`src/rtl/alu_flag_pkg.sv`:
```
package alu_flag_pkg;

    localparam int DW  = 8;
    localparam int NW  = DW / 2;
    localparam int OPW = 5;
    localparam int FLW = 5;

    typedef enum logic [OPW-1:0] {
        OP_ADD = 5'd0,
        OP_ADC = 5'd1,
        OP_SUB = 5'd2,
        OP_SBB = 5'd3,
        OP_AND = 5'd4,
        OP_XOR = 5'd5,
        OP_OR  = 5'd6,
        OP_CMP = 5'd7,
        OP_INR = 5'd8,
        OP_DCR = 5'd9,
        OP_RLC = 5'd10,
        OP_RRC = 5'd11,
        OP_RAL = 5'd12,
        OP_RAR = 5'd13,
        OP_CMA = 5'd14,
        OP_STC = 5'd15,
        OP_CMC = 5'd16,
        OP_DAA = 5'd17
    } op_e;

    typedef struct packed {
        logic s;
        logic z;
        logic ac;
        logic p;
        logic cy;
    } flags_t;

    function automatic flags_t mk_flags(logic [DW-1:0] v, logic ac, logic cy);
        flags_t f;
        f.s  = v[DW-1];
        f.z  = (v == '0);
        f.ac = ac;
        f.p  = ~^v;
        f.cy = cy;
        return f;
    endfunction

endpackage

```
`src/rtl/alu_addsub.sv`:
```
module alu_addsub
    import alu_flag_pkg::*;
(
    input  logic [DW-1:0] a,
    input  logic [DW-1:0] b,
    input  logic          cy_in,
    input  logic          sub,
    input  logic          use_cin,
    output logic [DW-1:0] res,
    output logic          ac,
    output logic          cy
);
    logic [DW-1:0] bx;
    logic          cin;
    logic [DW:0]   full;
    logic [NW:0]   lo;

    always_comb begin
        bx   = sub ? ~b : b;
        cin  = sub ? ~(use_cin & cy_in) : (use_cin & cy_in);
        full = {1'b0, a} + {1'b0, bx} + {{DW{1'b0}}, cin};
        lo   = {1'b0, a[NW-1:0]} + {1'b0, bx[NW-1:0]} + {{NW{1'b0}}, cin};
        res  = full[DW-1:0];
        ac   = lo[NW];
        cy   = sub ? ~full[DW] : full[DW];
    end
endmodule

```
`src/rtl/alu_incdec.sv`:
```
module alu_incdec
    import alu_flag_pkg::*;
(
    input  logic [DW-1:0] a,
    input  logic          dec,
    output logic [DW-1:0] res,
    output logic          ac
);
    logic [NW:0] lo;

    always_comb begin
        res = dec ? (a + {DW{1'b1}}) : (a + {{(DW-1){1'b0}}, 1'b1});
        lo  = dec ? ({1'b0, a[NW-1:0]} + {1'b0, {NW{1'b1}}})
                  : ({1'b0, a[NW-1:0]} + {{NW{1'b0}}, 1'b1});
        ac  = lo[NW];
    end
endmodule

```
`src/rtl/alu_bitops.sv`:
```
module alu_bitops
    import alu_flag_pkg::*;
(
    input  logic [OPW-1:0] op,
    input  logic [DW-1:0]  a,
    input  logic [DW-1:0]  b,
    input  logic           cy_in,
    output logic [DW-1:0]  res,
    output logic           ac,
    output logic           cy
);
    always_comb begin
        res = a;
        ac  = 1'b0;
        cy  = cy_in;
        case (op)
            OP_AND: begin res = a & b; ac = 1'b1; cy = 1'b0; end
            OP_XOR: begin res = a ^ b; cy = 1'b0; end
            OP_OR:  begin res = a | b; cy = 1'b0; end
            OP_RLC: begin res = {a[DW-2:0], a[DW-1]}; cy = a[DW-1]; end
            OP_RRC: begin res = {a[0], a[DW-1:1]};    cy = a[0];    end
            OP_RAL: begin res = {a[DW-2:0], cy_in};   cy = a[DW-1]; end
            OP_RAR: begin res = {cy_in, a[DW-1:1]};   cy = a[0];    end
            OP_CMA: res = ~a;
            OP_STC: cy = 1'b1;
            OP_CMC: cy = ~cy_in;
            default: ;
        endcase
    end
endmodule

```
`src/rtl/alu_decadj.sv`:
```
module alu_decadj
    import alu_flag_pkg::*;
(
    input  logic [DW-1:0] a,
    input  logic          ac_in,
    input  logic          cy_in,
    output logic [DW-1:0] res,
    output logic          ac,
    output logic          cy
);
    localparam logic [DW:0] LO_ADJ = (DW+1)'(6);
    localparam logic [DW:0] HI_ADJ = (DW+1)'(6 << NW);

    logic          lo_fix, hi_fix;
    logic [NW:0]   lo;
    logic [DW:0]   t, u;

    always_comb begin
        lo_fix = (a[NW-1:0] > NW'(9)) || ac_in;
        lo     = {1'b0, a[NW-1:0]} + (lo_fix ? (NW+1)'(6) : '0);
        t      = {1'b0, a} + (lo_fix ? LO_ADJ : '0);
        hi_fix = (t[DW-1:NW] > NW'(9)) || cy_in;
        u      = {1'b0, t[DW-1:0]} + (hi_fix ? HI_ADJ : '0);
        res    = u[DW-1:0];
        ac     = lo[NW];
        cy     = cy_in | t[DW] | u[DW];
    end
endmodule

```
`src/rtl/alu_flag_unit.sv`:
```
module alu_flag_unit
    import alu_flag_pkg::*;
#(
    parameter logic [FLW-1:0] RST_FLAGS = '0
) (
    input  logic           clk,
    input  logic           rst,
    input  logic           op_en,
    input  logic [OPW-1:0] op_code,
    input  logic [DW-1:0]  acc_in,
    input  logic [DW-1:0]  opnd_in,
    output logic [DW-1:0]  res_out,
    output logic           acc_we,
    output logic [FLW-1:0] flags_nxt,
    output logic [FLW-1:0] flags_q
);
    flags_t        fq, fn;
    logic          wr;
    logic [DW-1:0] res;

    logic          as_sub, as_cin;
    logic [DW-1:0] as_res;
    logic          as_ac, as_cy;
    logic [DW-1:0] id_res;
    logic          id_ac;
    logic [DW-1:0] bo_res;
    logic          bo_ac, bo_cy;
    logic [DW-1:0] da_res;
    logic          da_ac, da_cy;

    assign as_sub = (op_code == OP_SUB) || (op_code == OP_SBB) || (op_code == OP_CMP);
    assign as_cin = (op_code == OP_ADC) || (op_code == OP_SBB);

    alu_addsub u_addsub (
        .a(acc_in), .b(opnd_in), .cy_in(fq.cy), .sub(as_sub), .use_cin(as_cin),
        .res(as_res), .ac(as_ac), .cy(as_cy)
    );

    alu_incdec u_incdec (
        .a(opnd_in), .dec(op_code == OP_DCR), .res(id_res), .ac(id_ac)
    );

    alu_bitops u_bitops (
        .op(op_code), .a(acc_in), .b(opnd_in), .cy_in(fq.cy),
        .res(bo_res), .ac(bo_ac), .cy(bo_cy)
    );

    alu_decadj u_decadj (
        .a(acc_in), .ac_in(fq.ac), .cy_in(fq.cy),
        .res(da_res), .ac(da_ac), .cy(da_cy)
    );

    always_comb begin
        res = acc_in;
        wr  = 1'b0;
        fn  = fq;
        case (op_code)
            OP_ADD, OP_ADC, OP_SUB, OP_SBB: begin
                res = as_res;
                wr  = 1'b1;
                fn  = mk_flags(as_res, as_ac, as_cy);
            end
            OP_CMP: begin
                res = as_res;
                fn  = mk_flags(as_res, as_ac, as_cy);
            end
            OP_AND, OP_XOR, OP_OR: begin
                res = bo_res;
                wr  = 1'b1;
                fn  = mk_flags(bo_res, bo_ac, bo_cy);
            end
            OP_INR, OP_DCR: begin
                res = id_res;
                fn  = mk_flags(id_res, id_ac, fq.cy);
            end
            OP_RLC, OP_RRC, OP_RAL, OP_RAR: begin
                res   = bo_res;
                wr    = 1'b1;
                fn.cy = bo_cy;
            end
            OP_CMA: begin
                res = bo_res;
                wr  = 1'b1;
            end
            OP_STC, OP_CMC: fn.cy = bo_cy;
            OP_DAA: begin
                res = da_res;
                wr  = 1'b1;
                fn  = mk_flags(da_res, da_ac, da_cy);
            end
            default: ;
        endcase
    end

    always_ff @(posedge clk) begin
        if (rst)        fq <= flags_t'(RST_FLAGS);
        else if (op_en) fq <= fn;
    end

    assign res_out   = res;
    assign acc_we    = op_en & wr;
    assign flags_nxt = fn;
    assign flags_q   = fq;
endmodule

```
`config.mk`:
```
export PLATFORM = sky130hd
export DESIGN_NAME = alu_flag_unit
export DESIGN_NICKNAME = d
export VERILOG_FILES = /design/src/rtl/alu_flag_pkg.sv /design/src/rtl/alu_addsub.sv /design/src/rtl/alu_incdec.sv /design/src/rtl/alu_bitops.sv /design/src/rtl/alu_decadj.sv /design/src/rtl/alu_flag_unit.sv
export SDC_FILE = /design/constraint.sdc
export NUM_CORES = 1
export LEC_CHECK = 0
export BUFFER_PORTS_ARGS = -buffer_cell sky130_fd_sc_hd__buf_2
export CORE_AREA = 2 2 100 63
export DETAILED_ROUTE_END_ITERATION = 16
export DIE_AREA = 0 0 102 65
export PLACE_DENSITY = 0.78
export RECOVER_POWER = 25
export SETUP_SLACK_MARGIN = 0.02
export SLEW_MARGIN = 20
export SYNTH_ARGS = -nofsm -noshare
export SYNTH_HDL_FRONTEND = slang
export SYNTH_SLANG_ARGS = --single-unit
```
`constraint.sdc`:
```
create_clock -name clk -period 5.7 [get_ports clk]
set_input_delay 0.57 -clock clk [delete_from_list [all_inputs] [get_ports clk]]
set_output_delay 0.57 -clock clk [all_outputs]
set_load 0.02 [all_outputs]
```
==> results of run 1 <==
-- cells by family after synthesis --
kind of cell,after synthesis,synth area share
XOR/XNOR,40,0.123
flip-flops,5,0.0351
multiplexers,4,0.0145
AND/OR/NAND/NOR,108,0.214
AO/OA/AOI/OAI,115,0.286
buffers and inverters,47,0.0843
adder cells (fa/ha/maj),53,0.243
-- report_power, final --
part           internal, W  switching [W]
Combinational     0.000163       0.000233
Sequential       0.0000384     0.00000463
Clock            0.0000481      0.0000185
Total             0.000250       0.000256
-- area by class of cell --
type / instances / area, µm²
multi-input combinational: 320 / 2510
tap: 84 / 105
clock buffer: 4 / 45.0
sequential: 5 / 100
inverter: 26 / 97.6
timing repair buffer: 44 / 219
fill: 592 / 2760
-- worst min-delay path by stage --
stage	from	end	slack (ns)	cells past startpoint
floorplan	flags_q[2]	flags_q[2]	0.46	2
global placement	flags_q[1]	flags_q[1]	0.49	2
CTS	flags_q[1]	flags_q[1]	0.50	2
finish	flags_q[1]	flags_q[1]	0.50	2
detailed placement	flags_q[1]	flags_q[1]	0.49	2
global route	flags_q[1]	flags_q[1]	0.52	2
-- stage by stage --
step	setup WS [ns]	total power [W]	hold slack (ns)	area (µm²)
2_1_floorplan	0.921	0.000337	0.462	2850
6_report	0.500	0.000506	0.498	3080
5_1_grt	0.237	0.000554	0.518	3080
3_5_place_dp	0.541	0.000432	0.495	3040
3_3_place_gp	0.655	0.000422	0.490	3040
4_1_cts	0.527	0.000502	0.499	3080
-- critical path, delay by kind of cell --
kind,cells,cell delay (ns)
muxes,1,0.30
and+or+nand+nor,6,1.13
AOI/OAI and AO/OA,2,0.41
xor gates and xnor gates,3,0.44
buffers and inverters,3,0.42
adders and majority gates,5,1.34
-- cells in the final DEF, fill, tap and decap left out, drive strengths merged, types with 4 or more instances in the layout --
master	instances
a21oi	29
nand3	11
o21bai	4
nor2	29
o21ai	11
a21o	9
ha	49
a22oi	8
xor2	14
a21boi	4
nor3	6
nor4	5
and3	4
dfxtp	5
a211oi	4
xnor2	26
nand2b	9
nand2	18
a2bb2oi	5
clkbuf	9
a221oi	6
fa	4
buf	39
inv	26
-- per-layer routing --
layer  vias up  part of all wire  track usage
met5         -                 0            0
met4         0             0.013       0.0350
met3        10              0.14       0.0744
met2       178              0.40        0.401
met1      1438              0.45        0.432
li1       1434                 -            -
==> insert_results.sql, run 1 <==
INSERT INTO impl_metrics (metric_group, metric, value, unit) VALUES
('die', 'die-height', '65', 'µm'),
('worst_setup_path', 'r2r-start', 'flags_q[2]', ''),
('clocking', 'postCtsSetupRepairBufs', '0', ''),
('sta', 'fin_skew', '0.000795', 'ns'),
('global_routing', 'number_of_global_route_vias_before_repair', '2713', ''),
('synth', 'synth.distinct_cells', '71', ''),
('worst_setup_path', 'worst_r2r_endpoint', 'flags_q[1]', ''),
('sta', 'grt_setup_unrepaired', 'false', ''),
('synth', 'synth_area_leaders', 'ha_1, xnor2_1, a21oi_1', ''),
('worst_setup_path', 'cp_data_arrival_time', '4.63', 'ns'),
('placed_design', 'post-dp-hpwl', '7.41', 'mm'),
('cells_and_area', 'utilization', '0.527', ''),
('synth', 'synthFlopType', 'dfxtp_1', ''),
('synth', 'synth_nets', '449', ''),
('clocking', 'path_clk_slew', '0.04', 'ns'),
('drt', 'postRouteAntennaNets', '0', ''),
('clocking', 'cts_tree', 'built', ''),
('worst_setup_path', 'nature_of_the_critical_path_startpoint', 'primary input', ''),
('synth', 'synth-edff-count', '0', ''),
('worst_setup_path', 'setup.worst_path.start', 'acc_in[1]', ''),
('worst_setup_path', 'worst_r2r_path_depth', '17', ''),
('worst_setup_path', 'crit_slowest_cell', 'nor4_1', ''),
('drt', 'drt_wl_total', '9.17', 'mm'),
('cells_and_area', 'area_growth', '7.95', '%'),
('die', 'rows', '22', ''),
('worst_setup_path', 'setup.worst_path.end_class', 'output port', ''),
('synth', 'netlist.area_leader.share', '0.215', ''),
('synth', 'synth_top_cells_by_count', 'ha_1, a21oi_1, nor2_1, xnor2_1, inv_1', ''),
('clocking', 'ctsLongestPathBuffers', '2', ''),
('synth', 'avgSynthCellArea', '7.66', 'µm²'),
('cells_and_area', 'finalNonFillerCells', '483', ''),
('worst_setup_path', 'crit_top_cell', 'ha_1', ''),
('sta', 'timing.final.max_slew_violations', '0', ''),
('worst_setup_path', 'setup.reg_to_reg.worst_slack', '1.53', 'ns'),
('placed_design', 'gp_routability_congestion', '0.998', ''),
('worst_setup_path', 'timing.critical_path.cells', 'buf_2 -> o21ai_0 -> nand2b_1 -> ha_1 -> fa_1 -> nand3_1 -> xnor2_1 -> nand3b_1 -> a21o_1 -> ha_1 -> ha_1 -> nand3b_1 -> mux2_2 -> ha_1 -> xnor2_1 -> xnor2_1 -> nor2_1 -> nor4_1 -> inv_1 -> buf_2', ''),
('cells_and_area', 'largest_register_ffs', '5', ''),
('clocking', 'cts_buffers', '3', ''),
('sta', 'finalCritPeriodShare', '0.912', ''),
('clocking', 'clock_sinks', '5', ''),
('hold_path', 'hold_path.class', 'reg -> reg', ''),
('worst_setup_path', 'crit_path_max_fanout', '10', ''),
('cells_and_area', 'antennaDiodeCount', '0', ''),
('synth', 'synth.cell_area', '2850', 'µm²'),
('sta', 'setup-tns-final', '0', 'ns'),
('cells_and_area', 'finish.net_count', '477', ''),
('drt', 'routedWlPerCell', '19.0', 'µm'),
('drt', 'first_iter_violations', '234', ''),
('run_status', 'result_of_the_run', 'completed', ''),
('die', 'die_x', '102', 'µm'),
('die', 'core_area', '5840', 'µm²'),
('pwr', 'power-per-cell-area', '165', 'nW/µm²'),
('synth', 'most_frequent_cell_after_synthesis', 'ha_1', ''),
('placed_design', 'io_buffers', '42', ''),
('clocking', 'number_of_levels_in_the_clock_h_tree', '1', ''),
('global_routing', 'global_route.usage.total', '0.283', ''),
('synth', 'ys_seq_elements', '5', ''),
('die', 'die-area', '6630', 'µm²'),
('synth', 'synth_seq_area_share', '0.0351', ''),
('drt', 'num_vias', '3060', ''),
('clocking', 'clk_root_buffer_cell', 'clkbuf_8', ''),
('pwr', 'ir_worst_vdd', '0.0000714', 'V'),
('sta', 'setup_viol', '0', ''),
('sta', 'finalCriticalPeriod', '5.20', 'ns'),
('cells_and_area', 'post_route_cells_drive_above_1_share', '0.133', ''),
('worst_setup_path', 'required', '5.13', 'ns'),
('global_routing', 'grt_antenna_before_repair', '0', ''),
('sta', 'worst_slew_pin_slew', '0.719', 'ns'),
('clocking', 'cts_resized', '0', ''),
('global_routing', 'grt_first_pass_wirelength', '14.6', 'mm'),
('sta', 'achievable-frequency', '192', 'MHz');
Note: power is estimated with default switching activity, not from simulation.
==> inputs of run 2 (changes only) <==
- BUFFER_PORTS_ARGS: -buffer_cell sky130_fd_sc_hd__buf_2 -> -buffer_cell sky130_fd_sc_hd__clkbuf_2
- RECOVER_POWER: 25 -> unset
==> insert_results.sql, run 2 (synthesis gave the netlist of run 1 again) <==
INSERT INTO impl_metrics (metric_group, metric, value, unit) VALUES
('sta', 'fin_skew', '0.000777', 'ns'),
('worst_setup_path', 'criticalPathCategory', 'in -> out', ''),
('cells_and_area', 'finish.net_count', '479', ''),
('cells_and_area', 'post_route_cells_drive_above_1_share', '0.150', ''),
('global_routing', 'grt_first_pass_wirelength', '14.1', 'mm'),
('placed_design', 'placedInstanceArea', '3050', 'µm²'),
('die', 'initial_core_util', '0.488', ''),
('sta', 'grt_setup_unrepaired', 'false', ''),
('cells_and_area', 'num-fill-cells', '578', ''),
('cells_and_area', 'final-seq-area', '100', 'µm²'),
('die', 'die-area', '6630', 'µm²'),
('worst_setup_path', 'crit_path_max_fanout', '11', ''),
('pwr', 'power-per-cell-area', '165', 'nW/µm²'),
('cells_and_area', 'antennaDiodeCount', '0', ''),
('cells_and_area', 'layout.cells.most_common_list', 'ha_1, clkbuf_2, a21oi_1, nor2_1, xnor2_1', ''),
('die', 'rows', '22', ''),
('clocking', 'cts_tree', 'built', ''),
('sta', 'worst_slew_margin_rel', '0.538', ''),
('sta', 'finalCritPeriodShare', '0.910', ''),
('sta', 'holdWs', '0.496', 'ns'),
('drt', 'first_iter_violations', '340', ''),
('clocking', 'cts_resized', '0', ''),
('sta', 'finalCriticalPeriod', '5.18', 'ns'),
('sta', 'achievable-frequency', '193', 'MHz'),
('cells_and_area', 'postLayoutCellArea', '3100', 'µm²'),
('worst_setup_path', 'worst_r2r_path_depth', '17', ''),
('worst_setup_path', 'cp_data_arrival_time', '4.61', 'ns'),
('worst_setup_path', 'nature_of_the_critical_path_startpoint', 'primary input', ''),
('worst_setup_path', 'r2r-start', 'flags_q[2]', ''),
('drt', 'routed.top_layer', 'met4', ''),
('global_routing', 'grt_overflow', '0', ''),
('drt', 'drt_pre_antenna_iters', '6', ''),
('clocking', 'cts_hold_buf', '0', ''),
('cells_and_area', 'largest_register_ffs', '5', ''),
('clocking', 'path_clk_slew', '0.04', 'ns'),
('worst_setup_path', 'setup.worst_path.start', 'acc_in[2]', ''),
('sta', 'hold_violations', '0', ''),
('clocking', 'clock_sinks', '5', ''),
('placed_design', 'io_buffers', '42', ''),
('die', 'die-height', '65', 'µm'),
('global_routing', 'grt_antenna_before_repair', '0', ''),
('die', 'io-pin-count', '43', ''),
('sta', 'setup-tns-final', '0', 'ns'),
('drt', 'wirelength_met1', '4.21', 'mm'),
('hold_path', 'hold_path.class', 'reg -> reg', ''),
('clocking', 'number_of_levels_in_the_clock_h_tree', '1', ''),
('cells_and_area', 'utilization', '0.531', ''),
('clocking', 'worst_skew_pair.late_latency', '0.23', 'ns'),
('cells_and_area', 'layout.cells.most_common', 'ha_1', ''),
('drt', 'routedWlPerCell', '18.5', 'µm'),
('worst_setup_path', 'crit_end', 'flags_nxt[1]', ''),
('worst_setup_path', 'setup.reg_to_reg.worst_slack', '1.64', 'ns'),
('pwr', 'power_leakage', '1.44', 'nW'),
('die', 'die_x', '102', 'µm'),
('clocking', 'ctsLongestPathBuffers', '2', ''),
('hold_path', 'min_path_cells', '2', ''),
('sta', 'timing.final.max_slew_violations', '0', ''),
('die', 'core_area', '5840', 'µm²'),
('clocking', 'cts_buffers', '3', ''),
('sta', 'worst_slew_pin_slew', '0.675', 'ns'),
('worst_setup_path', 'required', '5.13', 'ns'),
('drt', 'num_vias', '3015', ''),
('drt', 'postRouteAntennaNets', '0', ''),
('drt', 'vias_per_std_cell', '6.22', ''),
('worst_setup_path', 'setup.worst_path.end_class', 'output port', ''),
('run_status', 'result_of_the_run', 'completed', ''),
('drt', 'met2RoutedLength', '3.65', 'mm'),
('clocking', 'clk_root_buffer_cell', 'clkbuf_8', ''),
('cells_and_area', 'multi_input_gate_area', '2510', 'µm²'),
('drt', 'met3_length', '1.07', 'mm'),
('global_routing', 'number_of_global_route_vias_before_repair', '2670', ''),
('drt', 'drc', '0', ''),
('worst_setup_path', 'worst_r2r_endpoint', 'flags_q[1]', ''),
('pwr', 'ir_worst_vdd', '0.0000803', 'V'),
('placed_design', 'gp_routability_congestion', '0.951', ''),
('global_routing', 'grt_start_max_net_pins', '24', ''),
('placed_design', 'post-dp-hpwl', '7.29', 'mm'),
('cells_and_area', 'area_growth', '8.69', '%'),
('flow_run', 'cap_violations', '0', ''),
('sta', 'setup_viol', '0', ''),
('drt', 'drt_wl_total', '8.98', 'mm'),
('clocking', 'postCtsSetupRepairBufs', '0', ''),
('global_routing', 'global_route.usage.total', '0.273', '');
==> run 2: cell count changes in the layout (fill, tap and decap cells not counted) <==
| cell | before | now |
|---|---|---|
| buf_2 | 37 | 0 |
| clkbuf_2 | 0 | 42 |
| buf_4 | 2 | 4 |
| clkbuf_1 | 6 | 1 |
==> run 2: worst min-delay path by stage <==
stage                     from          to  slack, ns
floorplan           flags_q[2]  flags_q[2]       0.46
global placement    flags_q[1]  flags_q[1]       0.49
detailed placement  flags_q[1]  flags_q[1]       0.50
CTS                 flags_q[1]  flags_q[1]       0.50
global route        flags_q[1]  flags_q[1]       0.53
finish              flags_q[1]  flags_q[1]       0.50
==> run 2: power breakdown <==
part           leakage (nW)  switching [W]  internal [W]
registers            0.0411     0.00000443     0.0000384
logic                  1.37       0.000232      0.000166
clock network        0.0228      0.0000206     0.0000483
total                  1.44       0.000257      0.000252
==> run 2: per-stage QoR <==
stage | setup slack (ns) | cells | total power [W]
after floorplan | 0.921 | 372 | 0.000337
after global placement | 0.705 | 481 | 0.000427
after detailed placement | 0.551 | 481 | 0.000433
after CTS | 0.542 | 485 | 0.000504
after global routing | 0.213 | 485 | 0.000553
final | 0.516 | 485 | 0.000510
==> run 2: metal layers <==
layer | up-vias | GRT usage
li1 | 1442 | -
met5 | - | 0
met1 | 1397 | 0.432
met2 | 168 | 0.385
met3 | 8 | 0.0539
met4 | 0 | 0.0250
==> run 2: area by class of cell <==
| class | instances | share of cell area |
|---|---|---|
| Tap cell | 84 | 0.0339 |
| Timing Repair Buffer | 46 | 0.0775 |
| Sequential cell | 5 | 0.0323 |
| Multi-Input combinational cell | 320 | 0.810 |
| Inverter | 26 | 0.0315 |
| Clock buffer | 4 | 0.0145 |
==> run 2: worst max-delay path, cell delays in order <==
cell and delay, ns:
clkbuf_2 0.20, o21ai_0 0.23, nand2b_1 0.15, ha_1 0.25, fa_1 0.43, nand3_1 0.14
xnor2_1 0.10, nand3b_1 0.21, a21o_1 0.23, ha_1 0.20, ha_1 0.21, nand3b_1 0.15
mux2_2 0.29, ha_1 0.29, xnor2_1 0.19, xnor2_1 0.13, nor2_1 0.05, nor4_1 0.34
inv_1 0.07, clkbuf_2 0.16
